[config.mk]
export PLATFORM = sky130hd
export DESIGN_NAME = potbank_ctrl
export DESIGN_NICKNAME = d
export VERILOG_FILES = /design/src/rtl/potbank_pkg.sv /design/src/rtl/potbank_decode.sv /design/src/rtl/potbank_nvtimer.sv /design/src/rtl/potbank_ctrl.sv
export SDC_FILE = /design/constraint.sdc
export NUM_CORES = 1
export LEC_CHECK = 0
export BUFFER_PORTS_ARGS = -buffer_cell sky130_fd_sc_hd__buf_2
export CORE_AREA = 2 2 168 170
export CTS_CLUSTER_SIZE = 14
export DETAILED_ROUTE_END_ITERATION = 10
export DIE_AREA = 0 0 170 172
export PLACE_DENSITY = 0.68
export SLEW_MARGIN = 20
export SYNTH_ARGS = -nofsm -noshare
export SYNTH_HDL_FRONTEND = slang
export SYNTH_SLANG_ARGS = --single-unit
[constraint.sdc]
create_clock -name clk -period 2.85 [get_ports clk]
set_input_delay 0.1425 -clock clk [delete_from_list [all_inputs] [get_ports clk]]
set_output_delay 0.1425 -clock clk [all_outputs]
set_load 0.01 [all_outputs]
[src/rtl/potbank_pkg.sv]
package potbank_pkg;
    localparam int CMD_W = 8;
    localparam int OP_W  = 4;
    localparam int SEL_W = 2;
    localparam int NCH   = 1 << SEL_W;
    localparam int NREG  = 1 << SEL_W;

    localparam logic [OP_W-1:0] OPC_RD_WIPER   = 4'b1001;
    localparam logic [OP_W-1:0] OPC_WR_WIPER   = 4'b1010;
    localparam logic [OP_W-1:0] OPC_RD_DATA    = 4'b1011;
    localparam logic [OP_W-1:0] OPC_WR_DATA    = 4'b1100;
    localparam logic [OP_W-1:0] OPC_DATA2WIPER = 4'b1101;
    localparam logic [OP_W-1:0] OPC_WIPER2DATA = 4'b1110;
    localparam logic [OP_W-1:0] OPC_ALL_D2W    = 4'b0001;
    localparam logic [OP_W-1:0] OPC_ALL_W2D    = 4'b1000;
    localparam logic [OP_W-1:0] OPC_STEP       = 4'b0010;

    typedef enum logic [3:0] {
        K_NONE, K_RD_WIPER, K_WR_WIPER, K_RD_DATA, K_WR_DATA,
        K_D2W, K_W2D, K_ALL_D2W, K_ALL_W2D, K_STEP
    } kind_e;

    typedef struct packed {
        kind_e            kind;
        logic [SEL_W-1:0] rsel;
        logic [SEL_W-1:0] ch;
    } cmd_t;

    typedef enum logic [1:0] {S_RECALL, S_IDLE, S_DATA, S_STEP} state_e;

    // Contents the data registers hold after reset: {channel, register, 0101}.
    function automatic logic [7:0] factory_value(input int ch, input int r);
        logic [1:0] c2;
        logic [1:0] r2;
        c2 = 2'(ch);
        r2 = 2'(r);
        return {c2, r2, 4'b0101};
    endfunction
endpackage

[src/rtl/potbank_decode.sv]
module potbank_decode
    import potbank_pkg::*;
(
    input  logic [CMD_W-1:0] cmd_byte,
    output cmd_t             cmd
);
    logic [OP_W-1:0] opc;

    always_comb begin
        opc      = cmd_byte[CMD_W-1 -: OP_W];
        cmd.rsel = cmd_byte[2*SEL_W-1:SEL_W];
        cmd.ch   = cmd_byte[SEL_W-1:0];
        case (opc)
            OPC_RD_WIPER:   cmd.kind = K_RD_WIPER;
            OPC_WR_WIPER:   cmd.kind = K_WR_WIPER;
            OPC_RD_DATA:    cmd.kind = K_RD_DATA;
            OPC_WR_DATA:    cmd.kind = K_WR_DATA;
            OPC_DATA2WIPER: cmd.kind = K_D2W;
            OPC_WIPER2DATA: cmd.kind = K_W2D;
            OPC_ALL_D2W:    cmd.kind = K_ALL_D2W;
            OPC_ALL_W2D:    cmd.kind = K_ALL_W2D;
            OPC_STEP:       cmd.kind = K_STEP;
            default:        cmd.kind = K_NONE;
        endcase
    end
endmodule

[src/rtl/potbank_nvtimer.sv]
module potbank_nvtimer #(
    parameter int unsigned CYC = 500000
) (
    input  logic clk,
    input  logic rst_n,
    input  logic start,
    output logic busy,
    output logic done
);
    localparam int CW = $clog2(CYC + 1);
    localparam logic [CW-1:0] LOAD = CW'(CYC);

    logic [CW-1:0] cnt_d, cnt_q;

    always_comb begin
        cnt_d = cnt_q;
        if (start && cnt_q == '0) begin
            cnt_d = LOAD;
        end else if (cnt_q != '0) begin
            cnt_d = cnt_q - 1'b1;
        end
    end

    always_ff @(posedge clk or negedge rst_n) begin
        if (!rst_n) cnt_q <= '0;
        else        cnt_q <= cnt_d;
    end

    assign busy = (cnt_q != '0);
    assign done = (cnt_q == CW'(1));

    // the count never exceeds the programmed window
    p_cnt_bound_r5: assert property (@(posedge clk) disable iff (!rst_n)
        cnt_q <= LOAD);
    // once started, busy stays high until the final cycle of the window
    p_busy_hold_r5: assert property (@(posedge clk) disable iff (!rst_n)
        (busy && !done) |=> busy);
endmodule

[src/rtl/potbank_ctrl.sv]
module potbank_ctrl
    import potbank_pkg::*;
#(
    parameter int          W        = 8,
    parameter int unsigned BUSY_CYC = 500000
) (
    input  logic             clk,
    input  logic             rst_n,
    input  logic             prot_n,
    input  logic             cmd_valid,
    input  logic [CMD_W-1:0] cmd_byte,
    input  logic             dat_valid,
    input  logic [W-1:0]     dat_byte,
    input  logic             step_valid,
    input  logic             step_up,
    output logic [W-1:0]     rd_byte,
    output logic             rd_valid,
    output logic             busy,
    output logic [NCH*W-1:0] wiper_pos
);
    localparam logic [W-1:0] WMAX = '1;

    typedef struct packed {
        state_e                       state;
        logic                         wr_dr;
        logic [SEL_W-1:0]             ch;
        logic [SEL_W-1:0]             rsel;
        logic [NCH-1:0][W-1:0]        wcr;
        logic [NCH-1:0][NREG-1:0][W-1:0] dr;
        logic [NCH-1:0]               pmask;
        logic [SEL_W-1:0]             preg;
        logic [NCH-1:0][W-1:0]        pval;
        logic [W-1:0]                 rd_byte;
        logic                         rd_valid;
    } regs_t;

    function automatic regs_t reset_regs();
        regs_t r;
        r = '0;
        r.state = S_RECALL;
        for (int c = 0; c < NCH; c++) begin
            for (int k = 0; k < NREG; k++) begin
                r.dr[c][k] = W'(factory_value(c, k));
            end
        end
        return r;
    endfunction

    regs_t q, n;
    cmd_t  dc;
    logic  tmr_start, tmr_busy, tmr_done;

    potbank_decode u_dec (
        .cmd_byte (cmd_byte),
        .cmd      (dc)
    );

    potbank_nvtimer #(.CYC(BUSY_CYC)) u_tmr (
        .clk   (clk),
        .rst_n (rst_n),
        .start (tmr_start),
        .busy  (tmr_busy),
        .done  (tmr_done)
    );

    always_comb begin
        n          = q;
        n.rd_valid = 1'b0;
        tmr_start  = 1'b0;

        // Commit pending data-register contents as the busy window closes.
        if (tmr_done) begin
            for (int c = 0; c < NCH; c++) begin
                if (q.pmask[c]) n.dr[c][q.preg] = q.pval[c];
            end
            n.pmask = '0;
        end

        if (q.state == S_RECALL) begin
            for (int c = 0; c < NCH; c++) n.wcr[c] = q.dr[c][0];
            n.state = S_IDLE;
        end else if (!tmr_busy) begin
            if (cmd_valid) begin
                n.state = S_IDLE;
                n.ch    = dc.ch;
                n.rsel  = dc.rsel;
                case (dc.kind)
                    K_RD_WIPER: begin
                        n.rd_byte  = q.wcr[dc.ch];
                        n.rd_valid = 1'b1;
                    end
                    K_RD_DATA: begin
                        n.rd_byte  = q.dr[dc.ch][dc.rsel];
                        n.rd_valid = 1'b1;
                    end
                    K_WR_WIPER: begin
                        n.state = S_DATA;
                        n.wr_dr = 1'b0;
                    end
                    K_WR_DATA: begin
                        n.state = S_DATA;
                        n.wr_dr = 1'b1;
                    end
                    K_D2W: n.wcr[dc.ch] = q.dr[dc.ch][dc.rsel];
                    K_ALL_D2W: begin
                        for (int c = 0; c < NCH; c++) n.wcr[c] = q.dr[c][dc.rsel];
                    end
                    K_W2D: begin
                        if (prot_n) begin
                            n.pmask         = '0;
                            n.pmask[dc.ch]  = 1'b1;
                            n.preg          = dc.rsel;
                            n.pval[dc.ch]   = q.wcr[dc.ch];
                            tmr_start       = 1'b1;
                        end
                    end
                    K_ALL_W2D: begin
                        if (prot_n) begin
                            n.pmask   = '1;
                            n.preg    = dc.rsel;
                            n.pval    = q.wcr;
                            tmr_start = 1'b1;
                        end
                    end
                    K_STEP:  n.state = S_STEP;
                    default: ;
                endcase
            end else if (dat_valid && q.state == S_DATA) begin
                n.state = S_IDLE;
                if (!q.wr_dr) begin
                    n.wcr[q.ch] = dat_byte;
                end else if (prot_n) begin
                    n.pmask       = '0;
                    n.pmask[q.ch] = 1'b1;
                    n.preg        = q.rsel;
                    n.pval[q.ch]  = dat_byte;
                    tmr_start     = 1'b1;
                end
            end else if (step_valid && q.state == S_STEP) begin
                if (step_up && q.wcr[q.ch] != WMAX) begin
                    n.wcr[q.ch] = q.wcr[q.ch] + 1'b1;
                end else if (!step_up && q.wcr[q.ch] != '0) begin
                    n.wcr[q.ch] = q.wcr[q.ch] - 1'b1;
                end
            end
        end
    end

    always_ff @(posedge clk or negedge rst_n) begin
        if (!rst_n) q <= reset_regs();
        else        q <= n;
    end

    assign rd_byte   = q.rd_byte;
    assign rd_valid  = q.rd_valid;
    assign busy      = tmr_busy;
    assign wiper_pos = q.wcr;

    logic [W-1:0] cur_wiper;
    assign cur_wiper = q.wcr[q.ch];

    // data registers change only in the cycle the busy window closes
    p_dr_hold_r5: assert property (@(posedge clk) disable iff (!rst_n)
        !tmr_done |=> $stable(q.dr));
    // with protection active no new busy window can open
    p_prot_no_busy_r8: assert property (@(posedge clk) disable iff (!rst_n)
        (!prot_n && !tmr_busy) |=> !tmr_busy);
    // a read strobe always follows a command strobe
    p_rd_after_cmd_r2: assert property (@(posedge clk) disable iff (!rst_n)
        rd_valid |-> $past(cmd_valid));
    // commands during busy leave the wipers alone
    p_busy_freeze_r9: assert property (@(posedge clk) disable iff (!rst_n)
        (tmr_busy && cmd_valid) |=> $stable(q.wcr));
    // an upward step below the top moves the wiper by exactly one
    p_step_up_r10: assert property (@(posedge clk) disable iff (!rst_n)
        (q.state == S_STEP && step_valid && step_up && !cmd_valid && !tmr_busy
         && cur_wiper != WMAX) |=> cur_wiper == $past(cur_wiper) + 1'b1);
endmodule

==> reports/results.tsv <==
stage	metric	value	unit
outcome	status	finished clean	
drt	drt_iter0_drc	1121	
power_and_ir_drop	switchingPower	3.13	mW
place	hpwl	34.3	mm
sta	max_slew_margin	54.9	%
setup_path	cp_top_family	simple AND/OR/NAND/NOR gates	
finish	mostFrequentLayoutCell	dfrtp_1	
finish	finalInstanceArea	15600	um^2
power_and_ir_drop	vdd_drop_max	0.520	mV
power_and_ir_drop	p_int	6.62	mW
yosys	synth_ff_type	dfrtp_1	
setup_path	r2r-start	q[209]$_DFFE_PN0P_	
setup_path	cp.required	3.34	ns
finish	drive_gt1_share	42.0	%
sta	period_share	97.2	%
sta	setup_viol	0	
clock_tree	numCtsBuffers	26	
drt	via_per_inst	6.49	
power_and_ir_drop	switching_share	32.1	%
floorplan	die-area	29200	um^2
drt	wl_met2	20.4	mm
clock_tree	clock-sinks	233	
setup_path	crit_buf_inv	3	
clock_tree	htreeDepth	1	
place	dp.cells	1583	
floorplan	initial_utilization	48.3	%
yosys	ys_ff_latch	233	
finish	antennaDiodeCount	0	
clock_tree	clkTransAtPathRegs	0.06	ns
yosys	postSynthCellCount	1132	
place	gp_congestion	0.997	
global_routing	grt_util_all_layers	31.9	%
sta	final_hold_viol_count	0	
clock_tree	clk_latency	0.56	ns
floorplan	dieHeight	172	um
yosys	synth_top_area_share	31.9	%
yosys	netlist_area	13300	um^2
setup_path	start_kind	flip-flop	
setup_path	crit_path_frequent_cell	buf_4	
worst_hold_path	min_path_type	in -> reg	
yosys	yosysTopAreaCell	dfrtp_1	
power_and_ir_drop	power_frac_seq	39.0	%
sta	clock.fmax	361	MHz
power_and_ir_drop	p_leak	6.60	nW
sta	slew_viol_final	0	
power_and_ir_drop	combPwrFrac	24.9	%
setup_path	critical_path_arrival	3.25	ns
yosys	ys_types	86	
drt	totalWireLength	45.7	mm
worst_hold_path	hp-start	cmd_byte[0]	
global_routing	grt_pass1_wl	68.1	mm
floorplan	pin_count	65	
power_and_ir_drop	p_per_area	625	nW/um^2
floorplan	core-area	27500	um^2
floorplan	row_count	61	
setup_path	crit_type	reg -> reg	
drt	wl_per_cell	27.8	um
yosys	async_flop_share	100	%
drt	vias	10600	
place	post_dp_cell_area	14500	um^2
global_routing	grt_max_degree	83	
yosys	synth.yosys.seq_area_share	44.5	%
setup_path	endpoint_kind	flip-flop	
drt	drtPass1Iterations	5	
drt	remaining_drc_errors	0	
drt	routed-wl-met3	3.57	mm
yosys	synth_edf_count	0	
yosys	synthTopCellsByArea	dfrtp_1, dfstp_2, mux2_2	
finish	num-nets-final	1306	
yosys	synth_nets	1164	
clock_tree	root_buffer	clkbuf_16	
drt	m1WireLength	19.0	mm
global_routing	antenna_found_initial	1	
setup_path	path_cells	buf_8 > mux4_2 > buf_4 > nor4_4 > nor4b_4 > or3_2 > a21oi_2 > buf_4 > or3_1 > a31oi_1	
global_routing	gr-total-overflow	0	
drt	ant_nets	0	
setup_path	crit_slowest_cell	mux4_2	
global_routing	grt_pass1_vias	10500	
clock_tree	clk_path_buf_depth	3	
sta	worst_slew_pin_slew	0.675	ns
flow_run	maxCapViolCount	0	
finish	fin_cells	1640	
setup_path	crit_fanout	6	
setup_path	max_stage_delay	0.56	ns
finish	most-common-layout-cells	dfrtp_1, mux2_2, buf_4	
drt	highest_layer	met4	
place	portBuffers	64	
sta	finalClockSkew	0.0249	ns
power_and_ir_drop	power.share.clock	36.0	%
floorplan	die_w	170	um
yosys	syn_area_per_cell	11.7	um^2
clock_tree	cts_tree	built	
sta	layout_min_cycle_time	2.77	ns
sta	setup_tns	0	ns
yosys	yosys_warnings	0	
finish	area_growth	17.5	%
setup_path	startpoint	q[209]$_DFFE_PN0P_	
worst reg2reg max path, delay by kind of cell (launching register included):
| family | cells | cell delay [ns] |
|---|---|---|
| multiplexers | 1 | 0.57 |
| buffers and inverters | 3 | 0.49 |
| flip-flops | 1 | 0.44 |
| AND/OR/NAND/NOR | 4 | 1.00 |
| AO/OA/AOI/OAI | 2 | 0.21 |
power groups by stage:
| stage | Clock, mW | Combinational, mW | Sequential [mW] |
|---|---|---|---|
| floorplan | 0 | 1.30 | 3.81 |
| global placement | 0 | 2.30 | 3.85 |
| detailed placement | 0 | 2.31 | 3.84 |
| CTS | 3.57 | 2.33 | 3.79 |
| global route | 3.71 | 2.55 | 3.82 |
| finish | 3.51 | 2.43 | 3.80 |
area by class of cell:
type / instances / area [um^2]
Clock inverter: 7 / 113
Inverter: 24 / 90.1
Timing Repair Buffer: 206 / 1470
Tap cell: 346 / 433
Clock buffer: 41 / 788
Multi-Input combinational cell: 783 / 6780
Fill cell: 2381 / 11900
Sequential cell: 233 / 5910
cell families after synthesis:
kind of cell | share of synthesized area [%]
multiplexers | 22.7
flip-flops | 44.5
AO/OA/AOI/OAI | 14.1
buffers and inverters | 5.06
adder cells (fa/ha/maj) | 0.849
AND/OR/NAND/NOR | 11.3
XOR/XNOR | 1.39
through the flow:
stage	util [%]	power, mW	worst slack (ns)	hold WS (ns)
floorplan	-	5.11	0.200	-0.153
global placement	52.8	6.15	-0.00386	0.170
detailed placement	52.8	6.15	-0.0640	0.178
CTS	56.2	9.69	0.0204	0.0566
global route	56.7	10.1	-0.000408	0.0667
finish	56.7	9.74	0.0801	0.0655
layer usage:
layer	up-vias	GRT usage (%)
met5	-	0
met4	0	16.1
met3	145	5.49
met2	526	49.1
met1	5441	43.7
li1	4536	-
sequential cells by signal, summed over array words and instances, names as in the netlist:
| signal | flops |
|---|---|
| q | 173 |
| rd_byte | 8 |
| rd_valid | 1 |
| u_tmr.cnt_q | 19 |
| wiper_pos | 32 |
synthesized netlist by cell type (12+ instances only):
library cell,instances
clkbuf_1,22
nand2_1,84
o21ai_0,32
dfstp_2,64
inv_1,23
mux2i_1,29
mux4_2,48
dfrtp_1,169
nor3_1,12
o21ai_1,15
a22oi_1,57
buf_2,13
o2bb2ai_1,29
or3_1,14
nand2b_1,15
nand3_1,20
buf_4,43
nor2_1,67
a22o_1,16
mux2_2,138
a21oi_1,19
timing repair:
action | 4_1_cts | 5_1_grt
endpoints found under the hold margin | 76 | 0
hold buffers | 2 | 0
setup buffers | 1 | 6
setup endpoints to repair | 4 | 23
pin swaps | 0 | 3
gates resized for setup | 2 | 15
final timing paths:
path	slack, ns	cells past startpoint	end
setup / recovery	0.08	10	wiper_pos[15]$_DFFE_PN0P_
hold / removal	0.07	3	q[209]$_DFFE_PN0P_
setup reg to reg	0.08	10	wiper_pos[15]$_DFFE_PN0P_
hold reg to reg	0.47	2	q[46]$_DFF_PN0_
max in group asynchronous	1.77	3	q[169]$_DFFE_PN1P_
min in group asynchronous	0.17	2	u_tmr.cnt_q[6]$_DFFE_PN0P_
Note: power is estimated with default switching activity, not from simulation.
